<file path="config.mk">
export PLATFORM = sky130hd
export DESIGN_NAME = i2s_tx
export DESIGN_NICKNAME = d
export VERILOG_FILES = /design/src/rtl/i2s_tx_pkg.sv /design/src/rtl/txh_hold.sv /design/src/rtl/txh_slot_pick.sv /design/src/rtl/txh_serial.sv /design/src/rtl/i2s_tx.sv
export SDC_FILE = /design/constraint.sdc
export NUM_CORES = 1
export LEC_CHECK = 0
export CAP_MARGIN = 20
export CORE_MARGIN = 3
export CORE_UTILIZATION = 45
export CTS_BUF_LIST = sky130_fd_sc_hd__clkbuf_16
export DETAILED_ROUTE_END_ITERATION = 16
export SETUP_SLACK_MARGIN = 0.2
export SYNTH_ARGS = -nofsm -noshare
export SYNTH_HDL_FRONTEND = slang
export SYNTH_SLANG_ARGS = --single-unit
</file>
<file path="constraint.sdc">
create_clock -name clk -period 3.3 [get_ports clk]
set_input_delay 0.33 -clock clk [delete_from_list [all_inputs] [get_ports clk]]
set_output_delay 0.33 -clock clk [all_outputs]
set_load 0.01 [all_outputs]
</file>
<file path="src/rtl/i2s_tx_pkg.sv">
package i2s_tx_pkg;
   localparam int WORD_W = 32;
   localparam int CNT_W  = $clog2(WORD_W);

   typedef enum logic [2:0] {
      LEN_32      = 3'd0,
      LEN_24      = 3'd1,
      LEN_20      = 3'd2,
      LEN_18      = 3'd3,
      LEN_16      = 3'd4,
      LEN_16_PACK = 3'd5,
      LEN_8       = 3'd6,
      LEN_8_PACK  = 3'd7
   } len_code_e;

   // bits per slot for a length code
   function automatic logic [CNT_W:0] slot_width(input len_code_e c, input logic narrow);
      case (c)
         LEN_32:                 return (CNT_W+1)'(32);
         LEN_24, LEN_20, LEN_18: return narrow ? (CNT_W+1)'(24) : (CNT_W+1)'(32);
         LEN_16, LEN_16_PACK:    return (CNT_W+1)'(16);
         default:                return (CNT_W+1)'(8);
      endcase
   endfunction

   // significant bits per sample for a length code
   function automatic logic [CNT_W:0] sample_width(input len_code_e c);
      case (c)
         LEN_32:              return (CNT_W+1)'(32);
         LEN_24:              return (CNT_W+1)'(24);
         LEN_20:              return (CNT_W+1)'(20);
         LEN_18:              return (CNT_W+1)'(18);
         LEN_16, LEN_16_PACK: return (CNT_W+1)'(16);
         default:             return (CNT_W+1)'(8);
      endcase
   endfunction

   function automatic logic is_packed(input len_code_e c);
      return (c == LEN_16_PACK) || (c == LEN_8_PACK);
   endfunction
endpackage

</file>
<file path="src/rtl/txh_hold.sv">
module txh_hold #(
   parameter int HOLD_W = 32
) (
   input  logic              clk,
   input  logic              rst_n,
   input  logic              wr,
   input  logic [HOLD_W-1:0] wdata,
   input  logic              take,
   output logic              full,
   output logic [HOLD_W-1:0] data
);
   always_ff @(posedge clk or negedge rst_n) begin
      if (!rst_n) begin
         full <= 1'b0;
         data <= '0;
      end else if (wr) begin
         full <= 1'b1;
         data <= wdata;
      end else if (take) begin
         full <= 1'b0;
      end
   end

   p_fill_r2: assert property (@(posedge clk) disable iff (!rst_n)
      wr |=> full);
   p_drain_r2: assert property (@(posedge clk) disable iff (!rst_n)
      (take && !wr) |=> !full);
endmodule

</file>
<file path="src/rtl/txh_slot_pick.sv">
module txh_slot_pick
   import i2s_tx_pkg::*;
#(
   parameter int HOLD_W = 32
) (
   input  logic              clk,
   input  logic              rst_n,
   input  logic              load,
   input  logic              side,
   input  len_code_e         len,
   input  logic              mono,
   input  logic              repeat_prev,
   input  logic              hold_full,
   input  logic [HOLD_W-1:0] hold_q,
   output logic              take,
   output logic [HOLD_W-1:0] slot_word,
   output logic              underrun
);
   localparam int HALF = HOLD_W / 2;
   localparam int QTR  = HOLD_W / 4;
   localparam int SW   = $clog2(HOLD_W) + 1;

   logic              packed_mode, need, sel_hi;
   logic [HOLD_W-1:0] fw_q, last_q, word_now, src;
   logic [SW-1:0]     shamt;

   assign packed_mode = is_packed(len);
   assign need        = !side || (!packed_mode && !mono);
   assign take        = load && need && hold_full;
   assign word_now    = hold_full ? hold_q : (repeat_prev ? last_q : '0);
   assign src         = need ? word_now : fw_q;
   assign sel_hi      = side && !mono;
   assign shamt       = SW'(HOLD_W) - SW'(sample_width(len));

   always_comb begin
      if (len == LEN_16_PACK)
         slot_word = {(sel_hi ? src[HOLD_W-1:HALF] : src[HALF-1:0]), {HALF{1'b0}}};
      else if (len == LEN_8_PACK)
         slot_word = {(sel_hi ? src[HALF-1:QTR] : src[QTR-1:0]), {(HOLD_W-QTR){1'b0}}};
      else
         slot_word = src << shamt;
   end

   always_ff @(posedge clk or negedge rst_n) begin
      if (!rst_n) begin
         fw_q     <= '0;
         last_q   <= '0;
         underrun <= 1'b0;
      end else begin
         underrun <= load && need && !hold_full;
         if (load && need) fw_q <= word_now;
         if (take) last_q <= hold_q;
      end
   end

   p_underrun_at_slot_r10: assert property (@(posedge clk) disable iff (!rst_n)
      underrun |-> $past(load));
   p_take_needs_word_r2: assert property (@(posedge clk) disable iff (!rst_n)
      take |-> hold_full);
endmodule

</file>
<file path="src/rtl/txh_serial.sv">
module txh_serial #(
   parameter int WORD_W = 32,
   localparam int CNT_W = $clog2(WORD_W)
) (
   input  logic              clk,
   input  logic              rst_n,
   input  logic              en,
   input  logic              tick,
   input  logic [CNT_W:0]    swidth,
   input  logic              left_just,
   input  logic [WORD_W-1:0] slot_word,
   output logic              load,
   output logic              side_nxt,
   output logic              sd,
   output logic              ws
);
   logic              run_q, side_q, bit_q, lag_q, slot_end;
   logic [CNT_W-1:0]  cnt_q;
   logic [WORD_W-1:0] sh_q;

   assign slot_end = (cnt_q == CNT_W'(swidth - (CNT_W+1)'(1)));
   assign load     = en && tick && (!run_q || slot_end);
   assign side_nxt = run_q && !side_q;
   assign ws       = side_q;
   assign sd       = left_just ? bit_q : lag_q;

   always_ff @(posedge clk or negedge rst_n) begin
      if (!rst_n) begin
         run_q  <= 1'b0;
         side_q <= 1'b0;
         cnt_q  <= '0;
         sh_q   <= '0;
         bit_q  <= 1'b0;
         lag_q  <= 1'b0;
      end else if (!en) begin
         run_q  <= 1'b0;
         side_q <= 1'b0;
         cnt_q  <= '0;
         sh_q   <= '0;
         bit_q  <= 1'b0;
         lag_q  <= 1'b0;
      end else if (tick) begin
         lag_q <= bit_q;
         if (load) begin
            run_q  <= 1'b1;
            side_q <= side_nxt;
            cnt_q  <= '0;
            sh_q   <= slot_word << 1;
            bit_q  <= slot_word[WORD_W-1];
         end else begin
            cnt_q  <= cnt_q + 1'b1;
            sh_q   <= sh_q << 1;
            bit_q  <= sh_q[WORD_W-1];
         end
      end
   end

   p_cnt_in_slot_r3: assert property (@(posedge clk) disable iff (!rst_n)
      run_q |-> ({1'b0, cnt_q} < swidth));
   p_ws_steady_r6: assert property (@(posedge clk) disable iff (!rst_n)
      (en && !tick) |=> ($stable(ws) && $stable(sd)));
   p_quiet_r13: assert property (@(posedge clk) disable iff (!rst_n)
      (!en && $past(!en)) |-> (!sd && !ws));
endmodule

</file>
<file path="src/rtl/i2s_tx.sv">
module i2s_tx
   import i2s_tx_pkg::*;
#(
   parameter int HOLD_W  = 32,
   parameter bit LOOP_EN = 1'b1
) (
   input  logic              clk,
   input  logic              rst_n,
   input  logic              bit_tick,
   input  logic              cmd_tx_en,
   input  logic              cmd_tx_dis,
   input  logic [2:0]        cfg_len,
   input  logic              cfg_slot_narrow,
   input  logic              cfg_left_just,
   input  logic              cfg_mono,
   input  logic              cfg_repeat_prev,
   input  logic              cfg_loop,
   input  logic              hold_wr,
   input  logic [HOLD_W-1:0] hold_data,
   output logic              hold_ready,
   output logic              tx_enabled,
   output logic              underrun,
   output logic              sd_out,
   output logic              ws_out,
   input  logic              rx_sd_in,
   output logic              rx_sd_o
);
   localparam int CNT_W = $clog2(HOLD_W);

   if (HOLD_W != WORD_W) begin : g_bad_width
      $error("i2s_tx: HOLD_W must equal the 32-bit sample word");
   end

   len_code_e         len;
   logic              en_q, full, take, load, side_nxt;
   logic [HOLD_W-1:0] hold_q, slot_word;
   logic [CNT_W:0]    swidth;

   assign len        = len_code_e'(cfg_len);
   assign swidth     = slot_width(len, cfg_slot_narrow);
   assign hold_ready = !full;
   assign tx_enabled = en_q;

   always_ff @(posedge clk or negedge rst_n) begin
      if (!rst_n)          en_q <= 1'b0;
      else if (cmd_tx_dis) en_q <= 1'b0;
      else if (cmd_tx_en)  en_q <= 1'b1;
   end

   txh_hold #(.HOLD_W(HOLD_W)) u_hold (
      .clk(clk), .rst_n(rst_n), .wr(hold_wr), .wdata(hold_data),
      .take(take), .full(full), .data(hold_q));

   txh_slot_pick #(.HOLD_W(HOLD_W)) u_pick (
      .clk(clk), .rst_n(rst_n), .load(load), .side(side_nxt), .len(len),
      .mono(cfg_mono), .repeat_prev(cfg_repeat_prev), .hold_full(full),
      .hold_q(hold_q), .take(take), .slot_word(slot_word), .underrun(underrun));

   txh_serial #(.WORD_W(HOLD_W)) u_serial (
      .clk(clk), .rst_n(rst_n), .en(en_q), .tick(bit_tick), .swidth(swidth),
      .left_just(cfg_left_just), .slot_word(slot_word), .load(load),
      .side_nxt(side_nxt), .sd(sd_out), .ws(ws_out));

   if (LOOP_EN) begin : g_loop
      assign rx_sd_o = cfg_loop ? sd_out : rx_sd_in;
   end else begin : g_noloop
      logic unused_loop;
      assign unused_loop = cfg_loop;
      assign rx_sd_o     = rx_sd_in;
   end

   p_dis_wins_r1: assert property (@(posedge clk) disable iff (!rst_n)
      cmd_tx_dis |=> !tx_enabled);
   p_en_sets_r1: assert property (@(posedge clk) disable iff (!rst_n)
      (cmd_tx_en && !cmd_tx_dis) |=> tx_enabled);
endmodule

</file>
---- Word level (Yosys, flattened, before mapping) ----
Index checks and enable logic that the tools add are counted.
word-level totals
  register bits after elaboration ......... 140
  ROM bits ................................ 0
  RAM bits ................................ 0
  bits in latches ......................... 0
  memories kept ........................... 0
cells by class
  multiply operators ...................... 0
  $lt $le $gt $ge ......................... 0
  $add $sub $neg .......................... 3
  bitwise operators ....................... 0
  multiplexer cells ....................... 33
  shift operators ......................... 1
  div/mod/pow operators ................... 0
  reductions and logical operators ........ 23
  equal/unequal tests ..................... 9
operators with widths
  operator                                               count
  two-way mux 32 bit                                     8
  left shift 32 x 6 -> 32 bit                            1
  one-hot mux 6 bit (5 select lines)                     1
  two-way mux 5 bit                                      4
  two-way mux 1 bit                                      17
  two-way mux 16 bit                                     1
  one-hot mux 5 bit (3 select lines)                     1
  == test 3 bit, second input constant                   3
  logical AND 1 bit                                      8
  two-way mux 8 bit                                      1
  == test 3 x 2 -> 1 bit, second input constant          2
  zero test 1 bit                                        6
  subtractor 6 bit, first input constant                 1
  adder 5 x 1 -> 5 bit, second input constant            1
  == test 5 bit                                          1
  subtractor 5 x 1 -> 5 bit, second input constant       1
  nonzero test 2 bit                                     2
  == test 3 x 1 -> 1 bit, second input constant          1
  zero test 3 bit                                        1
  logical OR 1 bit                                       3
  OR reduction 3 bit                                     1
  inequality test 2 x 1 -> 1 bit, second input constant  1
  inequality test 2 bit, second input constant           1
  AND reduction 2 bit                                    1
  OR reduction 2 bit                                     1

---- Depth between registers and ports, before layout ----
  depth after elaboration ................. 12
  gate-level depth with buffers ........... 14
  mapped depth without buffers ............ 10

---- Modules after synthesis ----
From an unflattened synthesis, not the netlist that was laid out.
unflattened totals
  cell total of the unflattened synthesis .. 803
  area total of the unflattened synthesis .. 8722.1 um^2
by module, submodules not included
  module         seq. area each (um^2)  area an instance (um^2)  cells each  instances
  txh_slot_pick  1626.6                 4944.7                   471         1
  txh_serial     1001.0                 2311.0                   250         1
  txh_hold       825.8                  1377.6                   71          1
  i2s_tx         25.0                   88.8                     11          1

---- Least setup slack after synthesis ----
OpenSTA, ideal clock, no wires.
  kind .................................... input-to-reg
  start point ............................. input cfg_len[2]
  end point ............................... register u_serial.sh_q[26]
  slack ................................... 0.169 ns
  required time ........................... 3.181 ns
  data arrival time ....................... 3.012 ns
  setup time .............................. 0.119 ns
  stages .................................. 12
  buffers on the path ..................... 6
  cell sequence ........................... buf_6 -> buf_2 -> buf_1 -> or3_1 -> ha_1 -> clkbuf_1 -> clkinv_1 -> buf_1 -> clkbuf_1 -> mux2i_1 -> o221ai_1 -> a21bo_2
between the ends
  cells in the longest elaborated chain, start to end .. 12
  elaborated cells between the ends (all ways) .. 29
  classes of those cells .................. 2 x add/sub; 7 x eq/ne; 1 x shift; 10 x mux; 9 x reduce/logical
ends and longest elaborated chain
  element                                                                   RTL line          text
  start: declaration                                                        i2s_tx.sv:12      input logic [2:0] cfg_len,
  parallel branches: the longest is 9 deep, another holds subtractor 6 bit  n/a
  two-way mux 32 bit (*)                                                    txh_serial.sv:44  if (load) begin
  two-way mux 32 bit (*)                                                    txh_serial.sv:42  end else if (tick) begin
  two-way mux 32 bit (*)                                                    txh_serial.sv:35  end else if (!en) begin
  end signal: assignment                                                    txh_serial.sv:48  sh_q <= slot_word << 1;
  end signal: assignment                                                    txh_serial.sv:52  sh_q <= sh_q << 1;
  end: declaration                                                          txh_serial.sv:19  logic [WORD_W-1:0] sh_q;
Every way passes the cells marked *. The select of a mux whose other input is x is not followed.
A chain may end at the register's enable or synchronous reset.

---- Worst setup path in the final report ----
  start point ............................. register u_serial.side_q (netlist: u_serial.ws)
  end point ............................... register u_serial.sh_q[25]
between the ends
  cells in the longest elaborated chain, start to end .. 11
  elaborated cells between the ends (all ways) .. 14
  classes of those cells .................. 1 x shift; 8 x mux; 5 x reduce/logical
ends and longest elaborated chain
  element                                                           RTL line                                  text
  start: declaration                                                txh_serial.sv:17                          logic run_q, side_q, bit_q, lag_q, slot_end;
  start signal: assignment                                          txh_serial.sv:46                          side_q <= side_nxt;
  zero test 1 bit (*)                                               txh_serial.sv:23                          assign side_nxt = run_q && !side_q;
  logical AND 1 bit (*)                                             txh_serial.sv:23
  zero test 1 bit                                                   txh_slot_pick.sv:28                       assign need = !side || (!packed_mode && !mono);
  logical OR 1 bit                                                  txh_slot_pick.sv:28
  two-way mux 32 bit                                                txh_slot_pick.sv:31                       assign src = need ? word_now : fw_q;
  left shift 32 x 6 -> 32 bit or two-way mux 8 bit (tied branches)  txh_slot_pick.sv:41, txh_slot_pick.sv:39
  two-way mux 32 bit                                                txh_slot_pick.sv:38                       else if (len == LEN_8_PACK)
  two-way mux 32 bit (*)                                            txh_slot_pick.sv:36                       if (len == LEN_16_PACK)
  two-way mux 32 bit (*)                                            txh_serial.sv:44
  two-way mux 32 bit (*)                                            txh_serial.sv:42
  two-way mux 32 bit (*)                                            txh_serial.sv:35
Mark *: on every way between the ends. The rest lies on a longest branch, timed or not. The select of a mux whose other input is x is not followed.

==> impl_metrics.yaml <==
worst_setup_path:
  crit_path_cell_trace: "and2b_2 -> nand2_1 -> buf_12 -> a21oi_1 -> buf_4 -> nand2_1 -> a31oi_1 -> a2111oi_0 -> o21ai_0"
  ff2ff_setup_slack_ns: 0.48
  worstPathArrival_ns: 3.17
  slowest_stage: "a21oi_1"
  r2r-start: "u_serial.ws"
  cp_slowest_stage_delay_ns: 0.61
  cp.required_ns: 3.65
  start_kind: "register"
  cp-end-kind: "register"
  crit_top_cell: "nand2_1"
  worstRegToRegCells: 9
  timing.rr.end: "u_serial.sh_q[25]"
  worstPathMaxFanout: 29
  worst-setup-path-type: "register to register"
layout:
  final_nets: 990
  layoutNonFillerInstCount: 1183
  final_cell_mix: "139 x dfrtp_1, 103 x nand2_1, 81 x buf_4, 70 x mux2_2, 70 x nor2_1"
  drive_gt1_share_pct: 22.9
  antenna_cells: 0
  postLayoutCellArea_um2: 10200
  n_fill_cell: 1609
  final_common_cell: "dfrtp_1"
  syn2layout_area_growth_pct: 21.9
clocking:
  htreeDepth: 4
  cts.sink_count: 139
  insertion_delay_ns: 0.43
  cts_resized: 0
  cts.clk_slew.worst_paths_ns: 0.08
  root_buffer: "clkbuf_16"
  cts_buffers: 17
  clock_path_buffers: 2
  cts_tree: "yes"
sta:
  worstMarginPinSlew_ns: 0.803
  fin_tns_setup_ns: 0
  fin_worst_skew_ns: 0.0137
  fmax_ghz: 0.355
  layout_setup_ws_ns: 0.481
  rsz0062_at_grt: "no"
  finalCritPeriodShare_pct: 85.4
  period_needed_ns: 2.82
  hold_violations: 0
  setup_viol: 0
  maxSlewHeadroom_pct: 46.3
  slew_violations: 0
floorplan:
  die_x_um: 142
  die_h_um: 142
  initial_core_util_pct: 46.1
  die_area_um2: 20200
  core_area_um2: 18100
  rows: 49
  io_pins: 53
synth:
  synth_edf_count: 0
  synth_ff_type: "dfrtp_1"
  avgSynthCellArea_um2: 9.77
  syn-num-nets: 903
  yosysSeqAreaShare_pct: 41.7
  synth_area_um2: 8350
  ys_ff_latch: 139
  synth_warnings: 0
  synth_cells: 854
  synth.area.top_cells: "dfrtp_1 42%, mux2_2 9.4%, nand2_1 4.6%"
  synthDistinctLibCells: 71
  async_reset_ff_share_pct: 100
  synth_top_cell_by_area: "dfrtp_1"
  synth_top_area_share_pct: 41.7
detailed_routing:
  drt-total-wl_um: 27800
  dr_total_vias: 7598
  drc_errors: 0
  drt_iter0_markers: 748
  viasPerCell: 6.42
  dr.pass1.iters: 6
  antenna_left: 0
  wl_per_cell_um: 23.5
min_path:
  worstHoldStart: "cmd_tx_dis"
  hold_depth: 2
  hold_end: "tx_enabled"
  hp-class: "primary input to register"
placement:
  portBuffers: 52
  gp_congestion: 0.973
  dpl_worst_slack_ns: 0.0411
  place_inst: 1150
  place_area_um2: 9570
  dp_hpwl_um: 20700
global_route:
  grt_pass1_vias: 7594
  antenna_found_initial: 0
  overflow: 0
  grt_pass1_wl_um: 43500
  grt_usage_pct: 27.9
  grt_start_max_net_pins: 77
power_and_ir_drop:
  combinationalPowerShare_pct: 25.8
  seqPwrFrac_pct: 39.1
  peakVddDrop_mv: 0.444
  p_sw_mw: 1.91
  clkPwrFrac_pct: 35.1
  power_density_nw_per_um2: 556
  p_leak_nw: 4.42
  swShare_pct: 33.9
  p_int_mw: 3.74
status:
  outcome: "completed"
flow_run:
  drv_cap: 0
kinds of logic after synthesis:
kind of cell,Yosys count,synth area share (%)
xor+xnor,7,0.735
mux,116,17.0
compound gates,267,23.1
buf+inv,82,4.42
simple gates,241,12.8
fa+ha+maj,2,0.300
flops,139,41.7
cell type report:
cell class                 count  area, µm²  area share [%]
multi-input combinational    633       4510            44.3
sequential                   139       3480            34.2
timing repair buffer         140       1260            12.4
clock buffer                  17        425            4.18
tap                          229        287            2.82
clock inverter                15        169            1.66
inverter                      10       42.5           0.418
per-layer routing:
layer	global-route usage [%]	wire length, µm
met5	0	0
met4	12.5	1370
met3	4.37	1540
met2	45.0	13100
met1	37.3	11800
how the worst max path moves through the flow:
stage / startpoint / cells past startpoint / endpoint / slack [ns]
final: u_serial.ws / 9 / u_serial.sh_q[25] / 0.48
after global routing: cfg_len[2] / 9 / u_pick.fw_q[15] / 0.22
after CTS: cfg_len[2] / 10 / u_pick.fw_q[31] / 0.49
after detailed placement: cfg_len[2] / 10 / u_pick.fw_q[31] / 0.04
after global placement: cfg_len[2] / 10 / u_pick.fw_q[31] / 0.08
after floorplan: cfg_len[2] / 13 / u_serial.sh_q[25] / 0.22
registers in the layout (all words and copies together) (netlist names):
name and cells:
u_serial.sh_q 31, u_serial.run_q 1, tx_enabled 1, u_pick.fw_q 32, u_pick.last_q 32, u_hold.full 1, u_pick.underrun 1, u_serial.bit_q 1
u_serial.lag_q 1, u_serial.ws 1, u_hold.data 32, u_serial.cnt_q 5
worst max-delay path, delay by kind of cell, from the launching register on:
family | cells | cell delay [ns]
flops | 1 | 0.45
buf+inv | 2 | 0.44
simple gates | 3 | 0.71
compound gates | 4 | 1.11
power by group through the flow:
| stage | logic, mW | registers [mW] | clock network (mW) |
|---|---|---|---|
| after floorplan | 0.874 | 2.17 | 0 |
| after global placement | 1.43 | 2.22 | 0 |
| after detailed placement | 1.43 | 2.24 | 0 |
| after CTS | 1.44 | 2.21 | 2.01 |
| after global routing | 1.57 | 2.25 | 2.08 |
| final | 1.46 | 2.21 | 1.98 |
synthesized netlist by cell type, types with 17 or more instances:
cell type / instances
buf_2: 24
dfrtp_1: 139
nor2_1: 71
o21ai_0: 49
mux2_2: 70
nand2_1: 103
a21oi_1: 23
clkbuf_1: 33
o31ai_1: 17
a22o_1: 19
a22oi_1: 30
mux2i_1: 33
timing repair:
item | in CTS | in global routing
endpoints found under the hold margin | 75 | 0
setup buffers | 0 | 0
hold buffers | 1 | 0
endpoints found under the setup margin | 0 | 0
metrics by stage:
stage	total power, mW	util (%)	hold WS, ns
after floorplan	3.04	-	0.0344
after global placement	3.65	52.9	0.415
after detailed placement	3.67	52.9	0.428
after CTS	5.66	56.2	0.417
after global routing	5.90	56.2	0.427
final	5.66	56.2	0.430
Note: power is estimated with default switching activity, not from simulation.
